$ cat src/rtl/amode_pkg.sv
package amode_pkg;
  typedef enum logic [1:0] {
    MOD_NODISP = 2'd0,
    MOD_DISP8  = 2'd1,
    MOD_DISP16 = 2'd2,
    MOD_REGSEL = 2'd3
  } mod_e;

  typedef struct packed {
    mod_e       md;
    logic [2:0] mid;
    logic [2:0] low;
  } mode_fields_t;

  localparam logic [2:0] RM_DIRECT = 3'd6;
endpackage

$ cat src/rtl/amode_base_sel.sv
module amode_base_sel
  import amode_pkg::*;
#(
  parameter int AW = 16
) (
  input  mod_e          md,
  input  logic [2:0]    rm,
  input  logic [AW-1:0] bx,
  input  logic [AW-1:0] bp,
  input  logic [AW-1:0] si,
  input  logic [AW-1:0] di,
  input  logic [7:0]    d_lo,
  input  logic [7:0]    d_hi,
  output logic [AW-1:0] base_v,
  output logic [AW-1:0] index_v,
  output logic [AW-1:0] disp_v,
  output logic          ss_dflt,
  output logic          mem_op,
  output logic [1:0]    n_disp
);
  logic signed [7:0]  d8;
  logic signed [15:0] d16;
  logic               direct;

  assign d8     = $signed(d_lo);
  assign d16    = $signed({d_hi, d_lo});
  assign direct = (md == MOD_NODISP) && (rm == RM_DIRECT);
  assign mem_op = (md != MOD_REGSEL);

  always_comb begin
    base_v  = '0;
    index_v = '0;
    ss_dflt = 1'b0;
    if (mem_op) begin
      case (rm)
        3'd0: begin base_v = bx; index_v = si; end
        3'd1: begin base_v = bx; index_v = di; end
        3'd2: begin base_v = bp; index_v = si; ss_dflt = 1'b1; end
        3'd3: begin base_v = bp; index_v = di; ss_dflt = 1'b1; end
        3'd4: index_v = si;
        3'd5: index_v = di;
        3'd6: if (!direct) begin base_v = bp; ss_dflt = 1'b1; end
        default: base_v = bx;
      endcase
    end
  end

  always_comb begin
    disp_v = '0;
    n_disp = 2'd0;
    case (md)
      MOD_DISP8: begin
        disp_v = AW'(d8);
        n_disp = 2'd1;
      end
      MOD_DISP16: begin
        disp_v = AW'(d16);
        n_disp = 2'd2;
      end
      MOD_NODISP: if (direct) begin
        disp_v = AW'({d_hi, d_lo});
        n_disp = 2'd2;
      end
      default: begin
        disp_v = '0;
        n_disp = 2'd0;
      end
    endcase
  end
endmodule

$ cat src/rtl/amode_reg_map.sv
module amode_reg_map #(
  parameter int IW = 3
) (
  input  logic [IW-1:0] idx,
  input  logic          wide,
  output logic [IW-1:0] slot,
  output logic          hi_half
);
  localparam int LW = IW - 1;

  always_comb begin
    if (wide) begin
      slot    = idx;
      hi_half = 1'b0;
    end else begin
      slot    = {1'b0, idx[LW-1:0]};
      hi_half = idx[IW-1];
    end
  end
endmodule

$ cat src/rtl/amode_seg_map.sv
module amode_seg_map #(
  parameter int IW = 3
) (
  input  logic [IW-1:0] idx,
  input  logic          is_seg,
  output logic [IW-2:0] seg_sel,
  output logic          bad_idx
);
  assign seg_sel = idx[IW-2:0];
  assign bad_idx = is_seg & idx[IW-1];
endmodule

$ cat src/rtl/amode_ea_unit.sv
module amode_ea_unit
  import amode_pkg::*;
#(
  parameter int AW = 16,
  parameter int IW = 3
) (
  input  logic          clk,
  input  logic          rst,
  input  logic          in_valid,
  input  logic [7:0]    mode_byte,
  input  logic          word_op,
  input  logic          seg_op,
  input  logic [AW-1:0] reg_bx,
  input  logic [AW-1:0] reg_bp,
  input  logic [AW-1:0] reg_si,
  input  logic [AW-1:0] reg_di,
  input  logic [7:0]    disp_lo,
  input  logic [7:0]    disp_hi,
  output logic          out_valid,
  output logic [AW-1:0] ea_offset,
  output logic          use_ss,
  output logic          is_mem,
  output logic [1:0]    disp_len,
  output logic [IW-1:0] rm_slot,
  output logic          rm_hi,
  output logic [IW-1:0] reg_slot,
  output logic          reg_hi,
  output logic [IW-2:0] seg_idx,
  output logic          seg_err
);
  mode_fields_t f;
  assign f = mode_fields_t'(mode_byte);

  logic [AW-1:0] base_v, index_v, disp_v, sum_v;
  logic          ss_n, mem_n;
  logic [1:0]    nd_n;
  logic [IW-1:0] rms_n, regs_n;
  logic          rmh_n, regh_n;
  logic [IW-2:0] seg_n;
  logic          serr_n;

  amode_base_sel #(.AW(AW)) u_base (
    .md(f.md), .rm(f.low),
    .bx(reg_bx), .bp(reg_bp), .si(reg_si), .di(reg_di),
    .d_lo(disp_lo), .d_hi(disp_hi),
    .base_v(base_v), .index_v(index_v), .disp_v(disp_v),
    .ss_dflt(ss_n), .mem_op(mem_n), .n_disp(nd_n)
  );

  logic [IW-1:0] fld_idx [2];
  logic [IW-1:0] fld_slot [2];
  logic          fld_hi [2];
  assign fld_idx[0] = f.low;
  assign fld_idx[1] = f.mid;

  for (genvar g = 0; g < 2; g++) begin : g_map
    amode_reg_map #(.IW(IW)) u_map (
      .idx(fld_idx[g]), .wide(word_op),
      .slot(fld_slot[g]), .hi_half(fld_hi[g])
    );
  end

  assign rms_n  = fld_slot[0];
  assign rmh_n  = fld_hi[0];
  assign regs_n = fld_slot[1];
  assign regh_n = fld_hi[1];

  amode_seg_map #(.IW(IW)) u_seg (
    .idx(f.mid), .is_seg(seg_op), .seg_sel(seg_n), .bad_idx(serr_n)
  );

  assign sum_v = base_v + index_v + disp_v;

  always_ff @(posedge clk) begin
    if (rst) begin
      out_valid <= 1'b0;
      ea_offset <= '0;
      use_ss    <= 1'b0;
      is_mem    <= 1'b0;
      disp_len  <= 2'd0;
      rm_slot   <= '0;
      rm_hi     <= 1'b0;
      reg_slot  <= '0;
      reg_hi    <= 1'b0;
      seg_idx   <= '0;
      seg_err   <= 1'b0;
    end else begin
      out_valid <= in_valid;
      if (in_valid) begin
        ea_offset <= sum_v;
        use_ss    <= ss_n;
        is_mem    <= mem_n;
        disp_len  <= nd_n;
        rm_slot   <= rms_n;
        rm_hi     <= rmh_n;
        reg_slot  <= regs_n;
        reg_hi    <= regh_n;
        seg_idx   <= seg_n;
        seg_err   <= serr_n;
      end
    end
  end


  regmode_quiet_chk: assert property (@(posedge clk) disable iff (rst)
    (out_valid && !is_mem) |-> (disp_len == 2'd0 && !use_ss && ea_offset == '0));


  ss_needs_mem_chk: assert property (@(posedge clk) disable iff (rst)
    use_ss |-> is_mem);


  disp8_len_chk: assert property (@(posedge clk) disable iff (rst)
    (in_valid && mode_byte[7:6] == 2'b01) |=> (disp_len == 2'd1 && is_mem));


  direct_addr_chk: assert property (@(posedge clk) disable iff (rst)
    (in_valid && mode_byte[7:6] == 2'b00 && mode_byte[2:0] == 3'd6)
      |=> (ea_offset == $past({disp_hi, disp_lo}) && !use_ss && disp_len == 2'd2));


  hold_idle_chk: assert property (@(posedge clk) disable iff (rst)
    !in_valid |=> (!out_valid && $stable(ea_offset) && $stable(disp_len)));


  seg_err_chk: assert property (@(posedge clk) disable iff (rst)
    (in_valid && !seg_op) |=> !seg_err);
endmodule

$ cat config.mk
export PLATFORM = sky130hd
export DESIGN_NAME = amode_ea_unit
export DESIGN_NICKNAME = d
export VERILOG_FILES = /design/src/rtl/amode_pkg.sv /design/src/rtl/amode_base_sel.sv /design/src/rtl/amode_reg_map.sv /design/src/rtl/amode_seg_map.sv /design/src/rtl/amode_ea_unit.sv
export SDC_FILE = /design/constraint.sdc
export NUM_CORES = 1
export LEC_CHECK = 0
export CAP_MARGIN = 20
export CORE_AREA = 2 2 97 99
export CTS_BUF_LIST = sky130_fd_sc_hd__clkbuf_2 sky130_fd_sc_hd__clkbuf_4 sky130_fd_sc_hd__clkbuf_8
export CTS_CLUSTER_SIZE = 40
export DETAILED_ROUTE_END_ITERATION = 8
export DIE_AREA = 0 0 99 101
export REMOVE_ABC_BUFFERS = 1
export SKIP_CTS_REPAIR_TIMING = 1
export SYNTH_ARGS = -nofsm -noshare
export SYNTH_HDL_FRONTEND = slang
export SYNTH_SLANG_ARGS = --single-unit
$ cat constraint.sdc
create_clock -name clk -period 5.68 [get_ports clk]
set_input_delay 1.42 -clock clk [delete_from_list [all_inputs] [get_ports clk]]
set_output_delay 1.42 -clock clk [all_outputs]
set_load 0.03 [all_outputs]
After elaboration in Yosys (flattened, before gate mapping)
Cells that the tools add are included.
{ "classes": {"reduce_logical": 7, "mux": 16, "mul": 0, "div": 0, "bitwise_logic": 1, "magnitude_cmp": 0, "n_eq_ne": 9, "n_shift": 0, "addsub": 2} }
{ "op_table": {"columns": ["operator", "n"], "rows": [
  ["16-bit one-hot mux with 3 select lines", 2],
  ["16-bit two-way mux", 4],
  ["16-bit adder", 2],
  ["16-bit one-hot mux with 2 select lines", 1],
  ["3-bit equality test, second input constant", 3],
  ["3-bit by 2-bit equality test with 1-bit output, second input constant", 2],
  ["3-bit two-way mux", 2],
  ["2-bit one-hot mux with 3 select lines", 1],
  ["3-bit OR reduction", 2],
  ["1-bit two-way mux", 4],
  ["2-bit OR reduction", 2],
  ["3-bit by 1-bit equality test with 1-bit output, second input constant", 1],
  ["3-bit zero test", 1],
  ["2-bit by 1-bit equality test with 1-bit output, second input constant", 1],
  ["2-bit equality test, second input constant", 1],
  ["2-bit zero test", 1],
  ["2-bit two-way mux", 1],
  ["2-bit inequality test, second input constant", 1],
  ["1-bit one-hot mux with 2 select lines", 1],
  ["1-bit bitwise AND", 1],
  ["1-bit logical AND", 1]
]} }
{ "totals": {"ram_bits": 0, "regBits": 32, "wordCells": 46, "rom_bits": 0, "in_bits": 93, "out_inout_bits": 32, "memories": 0, "latch_bits": 0} }

Depth between registers and ports, before layout
Gate-level depths: netlist of run 1.
{ "logic_depth": {"ltp_word": 7, "ltp_mapped": 17, "depth_no_buf": 16} }

By module
From an unflattened synthesis of run 1, not the netlist that was laid out.
{ "unflattened": {"cells_unflattened": 313, "area_unflattened_um2": 2811.4} }
{ "by_module_without_submodules": {"columns": ["mod", "cells_per_inst", "area_each_um2", "instances"], "rows": [
  ["amode_ea_unit", 214, 2114.5, 1],
  ["amode_base_sel", 88, 613.1, 1],
  ["amode_reg_map", 4, 31.3, 2],
  ["amode_seg_map", 3, 21.3, 1]
]} }

Least setup slack after synthesis of run 1
OpenSTA, ideal clock, no wires.
{ "synth_timing": {"path_type": "input to register", "from": "input port mode_byte[1]", "to": "register ea_offset[15]", "arrival_ns": 4.697, "stages": 16, "path_buffers": 2, "path_slack_ns": 0.887, "cell_sequence": "clkbuf_2 a21bo_2 a21oi_2 clkbuf_1 a22o_1 nand2_1 fa_1 inv_1 ha_1 and4_1 o21ai_1 a21oi_2 o21ai_2 or4b_1 a211o_1 o311ai_1"} }
{ "synth_via": {"elab_chain_len": 7} }
{ "synth_rtl": {"columns": ["item", "line", "text"], "rows": [
  ["start, declared", "amode_ea_unit.sv:10", "input logic [7:0] mode_byte,"],
  ["3-bit equality test", "amode_base_sel.sv:27, amode_base_sel.sv:35", null],
  ["1-bit logical AND", "amode_base_sel.sv:27", "assign direct = (md == MOD_NODISP) && (rm == RM_DIRECT);"],
  ["16-bit two-way mux", "amode_base_sel.sv:42", "3'd6: if (!direct) begin base_v = bp; ss_dflt = 1'b1; end"],
  ["16-bit one-hot mux with 3 select lines", "amode_base_sel.sv:35", "case (rm)"],
  ["16-bit two-way mux", "amode_base_sel.sv:34", "if (mem_op) begin"],
  ["16-bit adder", "amode_ea_unit.sv:72", "assign sum_v = base_v + index_v + disp_v;"],
  ["16-bit adder *", "amode_ea_unit.sv:72", null],
  ["end signal, assigned", "amode_ea_unit.sv:90", "ea_offset <= sum_v;"],
  ["end, declared", "amode_ea_unit.sv:20", "output logic [AW-1:0] ea_offset,"]
]} }
Mark *: on every way between the ends. The rest lies on a longest branch, timed or not.
A chain may end at the register's enable or synchronous reset.

Worst setup path after layout of run 1
{ "layout_timing": {"from": "input port mode_byte[2]", "to": "register ea_offset[15]"} }
Same word-level chain as after synthesis.

==> metrics.log, run 1 <==
INFO  metric timing_worst_setup_path_type = input pin to register
INFO  metric detailedPlacementHpwl = 6630 µm
INFO  metric synthCells = 341
INFO  metric count_of_standard_cell_rows = 35
INFO  metric avgSynthCellArea = 8.15 µm²
INFO  metric synth_enable_flop_cells = 0
INFO  metric clock_latency = 280 ps
INFO  metric drt-pass1-iter-count = 4
INFO  metric worst_ep_arrival_time = 5300 ps
INFO  metric initial_utilization = a little under a third
INFO  metric critical_path.max_fanout = 10
INFO  metric tritoncts_num_sinks = 30
INFO  metric critical_path_required = between 5000 and 6000 ps
INFO  metric drv.max_cap_violation_count = 0
INFO  metric place_congestion = 0.804
INFO  metric final-hold-violation-count = 0
INFO  metric cts.clk_slew.worst_paths = 70 ps
INFO  metric i_o_pins = about 130
INFO  metric die_area = 0.0100 mm²
INFO  metric synth-warning-count = 0
INFO  metric dr.first_iter.drc_count = 114
INFO  metric clockRootBuffer = clkbuf_8
INFO  metric synth.lib_cells_used.distinct = 50
INFO  metric timing.hold.ws = 471 ps
INFO  metric final.setup.tns = 0 ps
INFO  metric status = complete, no violations
INFO  metric routed-via-count = 2773
INFO  metric tritoncts_clock_tree = done
INFO  metric cts-htree-levels = 2
INFO  metric placed_cells = 570
INFO  metric grt_pass1_vias = ~2900
INFO  metric antenna_left = 0
INFO  metric min_period_over_period = 90.0%
INFO  metric area_occupied_by_multi_input_gates = between 0.0015 and 0.002 mm²
INFO  metric synth_area = 0.00278 mm²
INFO  metric sequential_cell_area = 601 µm²
INFO  metric postLayoutCellArea = 0.00427 mm²
INFO  metric filler_cell_count = 876
INFO  metric pre_cts_slack = 280 ps
INFO  metric flow.area_growth_from_synthesis = 53.5%
INFO  metric antenna_cells = 0
INFO  metric pin_count_of_the_biggest_net_entering_global_routing = 48
INFO  metric core-area = 0.00898 mm²
INFO  metric postSynth.topFlopCell = dfxtp_1
INFO  metric leakage = 1.84 nW
INFO  metric chipHeight = just over 100 µm
INFO  metric postSynth.asyncResetShare = 0%
INFO  metric grt_use_total = 16.3%
INFO  metric finish.utilization = 47.5%
INFO  metric antenna_found_initial = 0
INFO  metric drc_violations = 0
INFO  metric peakVddDrop = slightly above 0.09 mV
INFO  metric io_buffer_count = between 100 and 150
INFO  metric fp.dieW = around 99 µm
INFO  metric postRouteWirelength = 8260 µm
INFO  metric post_layout_nonfiller_instances = 578
INFO  metric ys_seq_area_share = ~22%
INFO  metric rel_slew_slack = 38.4%
INFO  metric crit_path_end_kind = register
INFO  metric grt_setup_unrepaired = false
INFO  metric tritoncts.num_buffers = 5
INFO  metric timing_worst_slew_pin_value = 923 ps
INFO  metric pwr_density_cell = around 230 mW/mm²
INFO  metric final_layout_size_suffix_gt1_share = about a tenth
INFO  metric nature_of_the_critical_path_startpoint = input pin
INFO  metric totalPowerFinal = 965 µW
INFO  metric setup_viol = 0
INFO  metric final_period_minus_worst_setup_slack = 5110 ps
INFO  metric final_critical_path_setup_slack = 570 ps
INFO  metric grt_first_pass_wirelength = 13200 µm
INFO  metric min_path_type = register to register
INFO  metric clock.fmax = 196 MHz
INFO  metric fin_skew = 0 ps
INFO  metric nNetsFinal = 589
INFO  metric wire_per_inst = 14.3 µm
INFO  metric grt_remaining_overflow = 0
INFO  metric dpl_cell_area = approximately 0.0042 mm²
INFO  metric post_drt_via_cell_ratio = 4.80
INFO  metric clock_tree.buffer_depth = 2
INFO  metric slew_violations = 0
INFO  metric synth.ff_latch_count = 30
## cells in the final DEF (no fill, tap or decap), types with 2 or more instances in the layout
| cell | count |
|---|---|
| a211oi_1 | 3 |
| a21o_1 | 3 |
| a21oi_1 | 32 |
| a21oi_2 | 2 |
| a22o_1 | 13 |
| a22oi_1 | 3 |
| and2_1 | 3 |
| buf_4 | 13 |
| clkbuf_8 | 5 |
| clkdlybuf4s50_1 | 123 |
| clkinv_2 | 2 |
| dfxtp_1 | 30 |
| fa_1 | 16 |
| ha_1 | 14 |
| inv_1 | 31 |
| mux2_2 | 13 |
| mux2i_1 | 18 |
| nand2_1 | 43 |
| nand2b_1 | 11 |
| nand3_1 | 5 |
| nand3b_1 | 3 |
| nand4_1 | 2 |
| nor2_1 | 25 |
| nor2b_1 | 4 |
| nor3_1 | 2 |
| nor3b_1 | 3 |
| o21a_1 | 2 |
| o21ai_0 | 5 |
| o21ai_1 | 6 |
| o21bai_1 | 2 |
| xnor2_1 | 8 |
| xor2_1 | 3 |
## final cells by class
| type | count | share of cell area (%) |
|---|---|---|
| inverter | 32 | 2.82 |
| clock buffer | 5 | 1.61 |
| clock inverter | 3 | 0.938 |
| tap | 111 | 3.26 |
| timing repair buffer | 137 | 31.3 |
| sequential | 30 | 14.1 |
| multi-input combinational | 260 | 46.0 |
## worst paths after layout
check / startpoint / endpoint / slack [ps] / depth (start not counted)
worst min register to register: seg_err / seg_err / 470 / 2
worst max register to register: ea_offset[14] / ea_offset[14] / 4690 / 3
worst min-delay path: seg_err / seg_err / 470 / 2
worst max-delay path: mode_byte[2] / ea_offset[15] / 570 / 15
## cell usage after synthesis, drive strengths merged (4+ instances only)
cell type	instances	area [µm²]
buf	8	51.3
nand3	5	25.0
dfxtp	30	601
nor2b	4	25.0
fa	16	320
a22o	13	114
mux2	14	158
clkbuf	11	42.5
nand2	43	161
mux2i	18	180
o21ai	12	63.8
ha	14	175
nand2b	11	68.8
a21oi	34	178
inv	32	120
nor2	25	93.8
xnor2	8	70.1
## sequential cells by signal, summed over array words and instances, names as in the netlist
name,count
use_ss,1
disp_len,2
is_mem,1
rm_slot,3
out_valid,1
reg_hi,1
seg_err,1
ea_offset,16
rm_hi,1
reg_slot,3
## critical path: stages
cell	delay (ps)
clkdlybuf4s50_1	600
a21bo_2	300
a21oi_2	160
buf_4	170
a22o_1	120
nand2_1	70
fa_1	550
fa_1	480
nor2b_1	200
o31ai_2	110
a21oi_2	190
o21ai_2	100
or4b_1	470
a211o_1	270
o311ai_1	70
## kinds of logic after synthesis
group                      after synthesis  share of synthesized area [%]
adders and majority gates               30                           17.8
and+or+nand+nor                        108                           18.6
muxes                                   32                           12.2
AOI/OAI and AO/OA                       79                           18.6
DFF                                     30                           21.6
buffers and inverters                   51                           7.70
xor gates and xnor gates                11                           3.47
## where the power goes
part / internal, mW / switching [mW] / total, mW
clock: 0.129 / 0.0879 / 0.217
combinational: 0.242 / 0.255 / 0.498
sequential: 0.237 / 0.0132 / 0.250
## layer usage
| metal | GRT usage (%) | part of all wire (%) | vias up |
|---|---|---|---|
| met5 | 0 | 0 | - |
| met4 | 3.06 | 0.76 | 0 |
| met3 | 2.64 | 5.6 | 4 |
| met2 | 29.7 | 50 | 76 |
| met1 | 20.5 | 44 | 1288 |
| li1 | - | - | 1405 |
(Power assumes the default switching activity.)
==> run 2: changes to the inputs <==
--- a/config.mk
+++ b/config.mk
@@ -13,4 +13,5 @@
 export DIE_AREA = 0 0 99 101
 export REMOVE_ABC_BUFFERS = 1
+export SETUP_SLACK_MARGIN = 0.3
 export SKIP_CTS_REPAIR_TIMING = 1
 export SYNTH_ARGS = -nofsm -noshare
==> constraint.sdc (replaced) <==
create_clock -name clk -period 5.68 [get_ports clk]
set_input_delay 1.136 -clock clk [delete_from_list [all_inputs] [get_ports clk]]
set_output_delay 1.136 -clock clk [all_outputs]
set_load 0.03 [all_outputs]
==> run 2 against run 1 <==
  * Flip-flop and latch count is the same
  * Clock-buffer cell count is the same
  * Fmax grew 3.8%
  * Total power is essentially flat
  * Die area is the same
  * Final area shrank 0.35%
  * Global-route usage grew 0.30 points
  * Core utilization shrank 0.17 points
  * Non-clock buffer count shrank 2
  * Critical path type unchanged
  * Critical endpoint unchanged
  * Largest cell class unchanged
==> metrics.log, run 2 (same netlist as run 1, synthesis figures left out) <==
INFO  metric layout.cells.most_common = clkdlybuf4s50_1
INFO  metric count_of_standard_cell_rows = 35 (unchanged)
INFO  metric reg_top3 = ea_offset (16), reg_slot (3), rm_slot (3)
INFO  metric cts.clk_slew.worst_paths = 70 ps (about the same)
INFO  metric critical_path_required = 5870 ps (about the same)
INFO  metric pwr_density_cell = 227 mW/mm² (+0.35%)
INFO  metric antenna_found_initial = 0 (unchanged)
INFO  metric placed_cells = 568 (-0.35%)
INFO  metric core-area = 0.00898 mm² (unchanged)
INFO  metric tritoncts_clock_tree = done
INFO  metric timing_worst_setup_path_type = input pin to register
INFO  metric final.setup.tns = 0 ps (unchanged)
INFO  metric clockRootBuffer = clkbuf_8
INFO  metric sequential_cell_area = 601 µm² (unchanged)
INFO  metric reg2regPathDepth = 3 (unchanged)
INFO  metric worst_ep_arrival_time = 5120 ps (-180 ps)
INFO  metric pin_count_of_the_biggest_net_entering_global_routing = 48 (unchanged)
INFO  metric holdPathEnd = use_ss
INFO  metric peakVddDrop = 0.100 mV (+7.8%)
INFO  metric grt_use_total = 16.6% (+0.30 points)
INFO  metric tritoncts.num_buffers = 5 (unchanged)
INFO  metric finish.utilization = 47.4% (-0.17 points)
INFO  metric grt_pass1_vias = 2825 (-3.0%)
INFO  metric cts-htree-levels = 2 (unchanged)
INFO  metric final-hold-violation-count = 0 (unchanged)
INFO  metric final_layout_size_suffix_gt1_share = 9.03% (-0.39 points)
INFO  metric io_buffer_count = 124 (unchanged)
INFO  metric detailedPlacementHpwl = 6680 µm (+0.74%)
INFO  metric dr.first_iter.drc_count = 111 (-2.6%)
INFO  metric worstHoldPathCells = 2 (unchanged)
INFO  metric crit_path_end_kind = register
INFO  metric leakage = 1.83 nW (-0.52%)
INFO  metric area_occupied_by_multi_input_gates = 0.00196 mm² (unchanged)
INFO  metric die_area = 0.0100 mm² (unchanged)
INFO  metric critical_path.max_fanout = 10 (unchanged)
INFO  metric fp.dieW = 99 µm (unchanged)
INFO  metric grt_first_pass_wirelength = 13200 µm (-0.26%)
INFO  metric postLayoutCellArea = 0.00425 mm² (-0.35%)
INFO  metric timing_worst_slew_pin_value = 946 ps (+22.2 ps)
INFO  metric setup_viol = 0 (unchanged)
INFO  metric antenna_cells = 0 (unchanged)
INFO  metric nNetsFinal = 587 (-0.34%)
INFO  metric routed-via-count = 2789 (+0.58%)
INFO  metric critical_r2r_capture = ea_offset[14]
INFO  metric postRouteWirelength = 8320 µm (+0.70%)
INFO  metric drt-pass1-iter-count = 4 (unchanged)
INFO  metric final_period_minus_worst_setup_slack = 4920 ps (-186 ps)
INFO  metric i_o_pins = 125 (unchanged)
INFO  metric filler_cell_count = 892 (+1.8%)
INFO  metric nature_of_the_critical_path_startpoint = input pin
INFO  metric post_drt_via_cell_ratio = 4.84 (+0.93%)
INFO  metric min_period_over_period = 86.7% (-3.3 points)
INFO  metric fin_skew = 0 ps (unchanged)
INFO  metric post_layout_nonfiller_instances = 576 (-0.35%)
INFO  metric wire_per_inst = 14.4 µm (+1.1%)
INFO  metric rel_slew_slack = 37.0% (-1.5 points)
INFO  metric place_congestion = 0.802 (-0.24%)
INFO  metric final_cell_mix = clkdlybuf4s50_1, nand2_1, a21oi_1
INFO  metric status = complete, no violations
INFO  metric flow.area_growth_from_synthesis = 53.0%
INFO  metric clock_latency = 280 ps (about the same)
INFO  metric largest_register_ff_count = 16 (unchanged)
INFO  metric grt_remaining_overflow = 0 (unchanged)
INFO  metric min_from = use_ss
INFO  metric chipHeight = 101 µm (unchanged)
INFO  metric tritoncts_num_sinks = 30 (unchanged)
INFO  metric clock.fmax = 203 MHz (+3.8%)
INFO  metric grt_setup_unrepaired = false
INFO  metric clock_tree.buffer_depth = 2 (unchanged)
INFO  metric initial_utilization = 31.0% (unchanged)
INFO  metric dpl_cell_area = 0.00414 mm² (-0.36%)
INFO  metric antenna_left = 0 (unchanged)
INFO  metric drv.max_cap_violation_count = 0 (unchanged)
INFO  metric regToRegSetupSlack = 4640 ps (-50 ps)
INFO  metric drc_violations = 0 (unchanged)
INFO  metric min_path_type = register to register
INFO  metric top_register = ea_offset
INFO  metric timing.hold.ws = 471 ps (+0.246 ps)
INFO  metric timing.rr.start = ea_offset[14]
INFO  metric slew_violations = 0 (unchanged)
[run 2: how the worst max path moves through the flow]
stage	startpoint	end	slack, ps	cells past startpoint
floorplan	mode_byte[6]	ea_offset[15]	1150	15
global placement	mode_byte[0]	ea_offset[15]	590	18
detailed placement	mode_byte[0]	ea_offset[15]	480	18
CTS	mode_byte[2]	ea_offset[15]	770	18
global route	mode_byte[2]	ea_offset[15]	510	18
finish	mode_byte[2]	ea_offset[15]	760	18
[run 2: where the power goes]
| part | switching (mW) | internal (mW) | leakage (nW) | total (mW) |
|---|---|---|---|---|
| Sequential | 0.0144 | 0.237 | 0.247 | 0.252 |
| Combinational | 0.255 | 0.242 | 1.53 | 0.497 |
| Clock | 0.0874 | 0.129 | 0.0579 | 0.216 |
[run 2: cell type report]
class                   count  area share, %
multi-input cells         260           46.2
repair buffers            135           31.0
flip-flops and latches     30           14.1
well taps                 111           3.27
inverters                  32           2.83
clock buffers               5           1.62
clock inverters             3          0.942
[run 2: critical path, cell delays in order]
cell and delay [ps]:
clkdlybuf4s50_1 730, nand3_1 120, o21ai_1 130, buf_4 190, a22o_1 140, nand2_1 70, fa_1 490, inv_1 70
ha_1 170, inv_1 60, fa_1 390, nor2b_1 200, o31ai_2 110, a21oi_2 180, o21ai_2 100, or4b_1 480
a211o_1 270, o311ai_1 70
[run 2: metrics by stage]
stage,total power [mW],setup slack [ps]
global route,1.04,507
finish,0.965,756
detailed placement,0.756,479
global placement,0.749,586
CTS,0.974,772
floorplan,0.557,1150
[run 2: routing by layer]
layer,wire length (µm),GRT usage [%],share of wire [%],vias up
li1,-,-,-,1399
met2,4080,29.1,49,83
met1,3630,20.8,44,1295
met5,0,0,0,-
met4,158,5.69,1.9,0
met3,443,2.70,5.3,12
